## config.mk

```make
export PLATFORM = sky130hd
export DESIGN_NAME = phy_link_ctrl
export DESIGN_NICKNAME = d
export VERILOG_FILES = /design/src/rtl/phy_link_pkg.sv /design/src/rtl/phy_link_bus.sv /design/src/rtl/phy_link_rx.sv /design/src/rtl/phy_link_tx.sv /design/src/rtl/phy_link_ctrl.sv
export SDC_FILE = /design/constraint.sdc
export NUM_CORES = 1
export LEC_CHECK = 0
export BUFFER_PORTS_ARGS = -buffer_cell sky130_fd_sc_hd__buf_2
export CAP_MARGIN = 25
export CORE_UTILIZATION = 51
export CTS_CLUSTER_DIAMETER = 150
export DETAILED_ROUTE_END_ITERATION = 12
export PLACE_DENSITY = 0.78
export RECOVER_POWER = 50
export SKIP_LAST_GASP = 1
export SLEW_MARGIN = 15
export SYNTH_ARGS = -nofsm -noshare
export SYNTH_HDL_FRONTEND = slang
export SYNTH_SLANG_ARGS = --single-unit
```

## constraint.sdc

```tcl
create_clock -name clk_i -period 2 [get_ports clk_i]
set_input_delay 0.4 -clock clk_i [delete_from_list [all_inputs] [get_ports clk_i]]
set_output_delay 0.4 -clock clk_i [all_outputs]
set_load 0.01 [all_outputs]
```

## src/rtl/phy_link_pkg.sv

```systemverilog
package phy_link_pkg;

    localparam int unsigned LINK_BYTE_W = 8;

    typedef enum logic [1:0] {
        TX_IDLE = 2'd0,
        TX_SEND = 2'd1,
        TX_STOP = 2'd2
    } tx_state_e;

endpackage

```

## src/rtl/phy_link_bus.sv

```systemverilog
module phy_link_bus (
    input  logic clk_i,
    input  logic rst_i,
    input  logic owns_i,
    output logic owns_q_o,
    output logic owned_o,
    output logic oe_o
);

    typedef struct packed {
        logic owns;
    } bus_regs_t;

    bus_regs_t q, d;

    always_comb begin
        d      = q;
        d.owns = owns_i;
    end

    always_ff @(posedge clk_i) begin
        if (rst_i) begin
            q.owns <= 1'b1;
        end else begin
            q <= d;
        end
    end

    assign owns_q_o = q.owns;
    assign owned_o  = !owns_i && !q.owns;
    assign oe_o     = !rst_i && !owns_i && !q.owns;

endmodule

```

## src/rtl/phy_link_rx.sv

```systemverilog
module phy_link_rx #(
    parameter int unsigned DATA_W = 8
) (
    input  logic              clk_i,
    input  logic              rst_i,
    input  logic              owns_i,
    input  logic              owns_q_i,
    input  logic              step_i,
    input  logic [DATA_W-1:0] din_i,
    output logic [DATA_W-1:0] data_o,
    output logic              valid_o
);

    typedef struct packed {
        logic [DATA_W-1:0] data;
        logic              valid;
    } rx_regs_t;

    rx_regs_t q, d;

    always_comb begin
        d       = q;
        d.valid = owns_i && owns_q_i && step_i;
        if (d.valid) begin
            d.data = din_i;
        end
    end

    always_ff @(posedge clk_i) begin
        if (rst_i) begin
            q <= '0;
        end else begin
            q <= d;
        end
    end

    assign data_o  = q.data;
    assign valid_o = q.valid;

endmodule

```

## src/rtl/phy_link_tx.sv

```systemverilog
module phy_link_tx
    import phy_link_pkg::*;
#(
    parameter int unsigned DATA_W = 8
) (
    input  logic              clk_i,
    input  logic              rst_i,
    input  logic              owns_i,
    input  logic              owned_i,
    input  logic              step_i,
    input  logic [DATA_W-1:0] tx_data_i,
    input  logic              tx_valid_i,
    input  logic              tx_last_i,
    output logic              tx_ready_o,
    output logic              tx_abort_o,
    output logic [DATA_W-1:0] dout_o,
    output logic              end_o
);

    typedef struct packed {
        tx_state_e         state;
        logic [DATA_W-1:0] dout;
        logic              last;
        logic [DATA_W-1:0] pf_data;
        logic              pf_last;
        logic              pf_valid;
        logic              stop;
        logic              abort;
    } tx_regs_t;

    tx_regs_t q, d;
    logic     ready;
    logic     take;

    always_comb begin
        d       = q;
        d.stop  = 1'b0;
        d.abort = 1'b0;
        ready   = 1'b0;
        take    = 1'b0;
        unique case (q.state)
            TX_IDLE: begin
                ready = owned_i;
                take  = ready && tx_valid_i;
                d.dout = '0;
                if (take && (tx_data_i != '0)) begin
                    d.dout     = tx_data_i;
                    d.last     = tx_last_i;
                    d.pf_valid = 1'b0;
                    d.state    = TX_SEND;
                end
            end
            TX_SEND: begin
                ready = owned_i && !q.pf_valid && !q.last;
                take  = ready && tx_valid_i;
                if (owns_i) begin
                    d.state    = TX_IDLE;
                    d.dout     = '0;
                    d.pf_valid = 1'b0;
                    d.abort    = 1'b1;
                end else if (owned_i && step_i) begin
                    if (q.last) begin
                        d.state = TX_STOP;
                        d.dout  = '0;
                        d.stop  = 1'b1;
                    end else if (q.pf_valid) begin
                        d.dout     = q.pf_data;
                        d.last     = q.pf_last;
                        d.pf_valid = 1'b0;
                    end else if (take) begin
                        d.dout = tx_data_i;
                        d.last = tx_last_i;
                    end else begin
                        d.state = TX_IDLE;
                        d.dout  = '0;
                        d.abort = 1'b1;
                    end
                end else if (take) begin
                    d.pf_data  = tx_data_i;
                    d.pf_last  = tx_last_i;
                    d.pf_valid = 1'b1;
                end
            end
            TX_STOP: begin
                d.dout  = '0;
                d.state = TX_IDLE;
            end
            default: begin
                d.state = TX_IDLE;
                d.dout  = '0;
            end
        endcase
    end

    always_ff @(posedge clk_i) begin
        if (rst_i) begin
            q <= '0;
        end else begin
            q <= d;
        end
    end

    assign tx_ready_o = ready && !rst_i;
    assign tx_abort_o = q.abort;
    assign dout_o     = q.dout;
    assign end_o      = q.stop;

endmodule

```

## src/rtl/phy_link_ctrl.sv

```systemverilog
module phy_link_ctrl
    import phy_link_pkg::*;
#(
    parameter int unsigned DATA_W = LINK_BYTE_W
) (
    input  logic              clk_i,
    input  logic              rst_i,
    input  logic              phy_owns_i,
    input  logic              phy_step_i,
    input  logic [DATA_W-1:0] phy_din_i,
    output logic [DATA_W-1:0] link_dout_o,
    output logic              link_oe_o,
    output logic              link_end_o,
    input  logic [DATA_W-1:0] tx_data_i,
    input  logic              tx_valid_i,
    input  logic              tx_last_i,
    output logic              tx_ready_o,
    output logic              tx_abort_o,
    output logic [DATA_W-1:0] rx_data_o,
    output logic              rx_valid_o
);

    logic owns_q;
    logic owned;

    phy_link_bus u_bus (
        .clk_i    (clk_i),
        .rst_i    (rst_i),
        .owns_i   (phy_owns_i),
        .owns_q_o (owns_q),
        .owned_o  (owned),
        .oe_o     (link_oe_o)
    );

    phy_link_tx #(.DATA_W(DATA_W)) u_tx (
        .clk_i      (clk_i),
        .rst_i      (rst_i),
        .owns_i     (phy_owns_i),
        .owned_i    (owned),
        .step_i     (phy_step_i),
        .tx_data_i  (tx_data_i),
        .tx_valid_i (tx_valid_i),
        .tx_last_i  (tx_last_i),
        .tx_ready_o (tx_ready_o),
        .tx_abort_o (tx_abort_o),
        .dout_o     (link_dout_o),
        .end_o      (link_end_o)
    );

    phy_link_rx #(.DATA_W(DATA_W)) u_rx (
        .clk_i    (clk_i),
        .rst_i    (rst_i),
        .owns_i   (phy_owns_i),
        .owns_q_i (owns_q),
        .step_i   (phy_step_i),
        .din_i    (phy_din_i),
        .data_o   (rx_data_o),
        .valid_o  (rx_valid_o)
    );

endmodule

```

==> impl_results.md <==
* Area grow syn2layout at 16.3%
* Critical path launch point type: flip-flop
* Fill cell instance count of the final layout at 257
* Final net count at 229
* Design internal power at 0.000916 W
* Ports placed on the boundary at 43
* First-pass detailed-route iteration total at 8
* Total grt overflow at 0
* Worst clock skew on the final layout at 0.0176 ns
* Synth Cell Area at 1560 um^2
* Area after detailed placement at 1760 um^2
* Final HPWL DP at 2410 um
* Final hold slack at 0.286 ns
* Core utilization of the finished layout at 0.641
* Maximum number of pins on one net before global-route repair at 22
* Number of nets with antenna violations after routing at 0
* Yosys top cell area share at 0.423
* Clock period minus worst slack at 1.93 ns
* Critical path endpoint category: output pin
* Fin. Hold Viols at 0
* Main flop type after synthesis: sky130_fd_sc_hd__dfxtp_1
* Data arrival, critical path at 1.53 ns
* Number of cells in the finished layout apart from fillers at 239
* Total global routing track utilization at 0.234
* Via count of the first global-routing pass at 1317
* Fraction of power spent switching nets at 0.249
* Number of buffer and inverter stages on the critical path at 1
* Slew at the pin closest to its max-slew limit at 0.545 ns
* TritonCTS clock tree: built
* Max-cap check violation count at 0
* Path type of the worst min-delay path: in -> reg
* First-pass GRT wire length at 5820 um
* Critical path start-end classification: reg -> out
* Port buffer count at 42
* Finish-stage setup viols at 0
* Average wire per standard cell at 14.6 um
* Final instance area at 1810 um^2
* Reported leakage power at 0.627 nW
* CP top delay family: simple AND/OR/NAND/NOR gates
* Per-cell via count in the routed design at 5.74
* Highest Clock Rate at 518 MHz
* Power share of the combinational group at 0.086
* Result of the run: finished, violations left
* Setup fix buffers added after clock tree synthesis at 0
* Clock Sinks at 33
* Cts bufs inserted at 5
* Maximum vdd ir drop at 0.459 mV
* Instance count after placement with tap cells included at 231
* Number of core rows at 19
* Total of flip-flops plus latches after synthesis at 33
* Final Cycle Share at 0.965
* Most common cell in the synthesized netlist: sky130_fd_sc_hd__dfxtp_1
* Count of antenna diodes in the layout at 0
* Number of enable flip-flop cells after synthesis at 0
* Post-synth top area cell: sky130_fd_sc_hd__dfxtp_1
* Setup repair after global routing missed its margin: no
* Clock network fraction of design power at 0.358
* Die outline area at 3280 um^2
* Remaining max-slew budget at the tightest pin at 0.634
* Effective utilization at floorplan at 0.552
* Violated checks: DRC
* Syn. warnings at 0
* GPL Wtd Cong at 0.819
* Cell types occupying the most area after synthesis: sky130_fd_sc_hd__dfxtp_1 42%, sky130_fd_sc_hd__nand2_1 6.0%, sky130_fd_sc_hd__mux2i_1 5.8%
* Sequential area share after synthesis at 0.423
* Final-report max-slew violation count at 0
* Cell at the root of the clock tree: sky130_fd_sc_hd__clkbuf_4
* Total Routed Length at 3480 um
* Cells traversed along the worst timing path: or2_2 -> a2111oi_4 -> buf_2
* Core area at 2830 um^2
* Power dissipated by switching net loads at 0.000303 W
* Layout cell share with drive strength beyond 1 at 0.260
* Flop pwr share at 0.556
* CP Data Required Time at 1.60 ns
* Number of DRC violations after detailed-routing iteration 0 at 53
* Count of different cell masters after synthesis at 42
* Number of buffers between clock root and the deepest sink at 2
* Crit path max fanout at 3
* Critical Path Slowest Stage Cell: sky130_fd_sc_hd__or2_2
* Clock latency on the worst-skew pair at 0.35 ns
* DRC violations left at 2
* Die Wd at 57.3 um
* Via count at 1372
* Post-Synthesis Cells at 171
* Power per cell area at 672 nW/um^2
* Synth cell count leaders: 33 x sky130_fd_sc_hd__dfxtp_1, 25 x sky130_fd_sc_hd__nand2_1, 14 x sky130_fd_sc_hd__nor2_1
* Worst path max stage delay at 0.36 ns
* Clock transition at the registers of the reported paths at 0.10 ns
* Async set or reset register ratio after synthesis at 0
* Mean Syn Cell Area at 9.12 um^2
* Number of hold buffers added after cts at 0
* Initial antenna violation count at 0
* Number of levels in the clock H-tree at 2
* Vertical die dimension at 57.3 um
* Post-Synthesis Net Count at 193
==> layout by cell type, fill, tap and decap left out, types with 2 or more instances in the layout <==
| cell type | count |
|---|---|
| sky130_fd_sc_hd__nand2b_1 | 3 |
| sky130_fd_sc_hd__buf_4 | 7 |
| sky130_fd_sc_hd__a21oi_1 | 10 |
| sky130_fd_sc_hd__clkbuf_8 | 2 |
| sky130_fd_sc_hd__dfxtp_1 | 33 |
| sky130_fd_sc_hd__nor3b_1 | 2 |
| sky130_fd_sc_hd__buf_2 | 23 |
| sky130_fd_sc_hd__a221o_1 | 8 |
| sky130_fd_sc_hd__nand3b_1 | 8 |
| sky130_fd_sc_hd__nor2_1 | 14 |
| sky130_fd_sc_hd__nor4bb_1 | 2 |
| sky130_fd_sc_hd__a221oi_1 | 2 |
| sky130_fd_sc_hd__mux2i_1 | 9 |
| sky130_fd_sc_hd__clkbuf_1 | 20 |
| sky130_fd_sc_hd__a21oi_2 | 8 |
| sky130_fd_sc_hd__nand2_1 | 25 |
| sky130_fd_sc_hd__clkbuf_4 | 5 |
| sky130_fd_sc_hd__inv_1 | 2 |
==> area by class of cell <==
class | instances | area, um^2 | area share
clock buffers | 7 | 65.1 | 0.0359
clock inverters | 1 | 5.00 | 0.00276
inverters | 2 | 7.51 | 0.00414
multi-input cells | 115 | 795 | 0.438
flip-flops and latches | 33 | 661 | 0.364
well taps | 31 | 38.8 | 0.0214
repair buffers | 50 | 243 | 0.134
==> per-layer routing <==
metal  routed length [um]  share of wire  vias up  track usage
met5                    0              0        -            0
met4                   66          0.019        0        0.122
met3                  231          0.066        8       0.0771
met2                 1700           0.49       55        0.376
met1                 1480           0.43      638        0.280
li1                     -              -      671            -
==> worst paths after layout <==
check,startpoint,end,slack (ns),depth (start not counted)
max,u_tx.q[12],tx_ready_o,0.07,3
min,phy_din_i[2],u_rx.data_o[2],0.29,3
max reg2reg,u_tx.q[21],u_tx.dout_o[1],0.18,5
min reg2reg,u_rx.data_o[1],u_rx.data_o[1],0.47,2
==> kinds of logic (layout without fill, tap and decap cells) <==
group	after synthesis	count (layout)	share of synthesized area
compound gates	38	38	0.192
flops	33	33	0.423
buf+inv	23	60	0.0818
mux	9	9	0.0577
simple gates	68	68	0.245
==> state kept, by name, summed over array words and instances (netlist names) <==
register and flops:
u_tx.q 13, u_rx.data_o 8, u_tx.dout_o 8, u_bus.owns_q_o 1
u_rx.valid_o 1, u_tx.end_o 1, u_tx.tx_abort_o 1
==> worst register-to-register path, delay by kind of cell (launching register included) <==
family / cells / cell delay, ns
AO/OA/AOI/OAI: 2 / 0.23
AND/OR/NAND/NOR: 2 / 0.82
flip-flops: 1 / 0.52
buffers and inverters: 1 / 0.20
==> through the flow <==
step | setup TNS (ns) | setup slack [ns] | total power [W]
floorplan | 0 | 0.0977 | 0.000749
global placement | 0 | 0.121 | 0.000795
detailed placement | -0.0348 | -0.0162 | 0.000798
CTS | 0 | 0.0181 | 0.00123
global route | 0 | 0.0115 | 0.00126
finish | 0 | 0.0704 | 0.00122
==> power groups by stage <==
| stage | Clock, W | Sequential (W) | Combinational, W |
|---|---|---|---|
| 5_1_grt | 0.000468 | 0.000680 | 0.000116 |
| 3_5_place_dp | 0 | 0.000692 | 0.000106 |
| 2_1_floorplan | 0 | 0.000693 | 0.0000552 |
| 6_report | 0.000436 | 0.000678 | 0.000105 |
| 3_3_place_gp | 0 | 0.000692 | 0.000103 |
| 4_1_cts | 0.000440 | 0.000678 | 0.000108 |
==> what timing repair did <==
item / 4_1_cts / 5_1_grt
hold endpoints to repair: 0 / 0
endpoints found under the setup margin: 1 / 6
gates resized for setup: 2 / 2
Note: power is estimated with default switching activity, not from simulation.
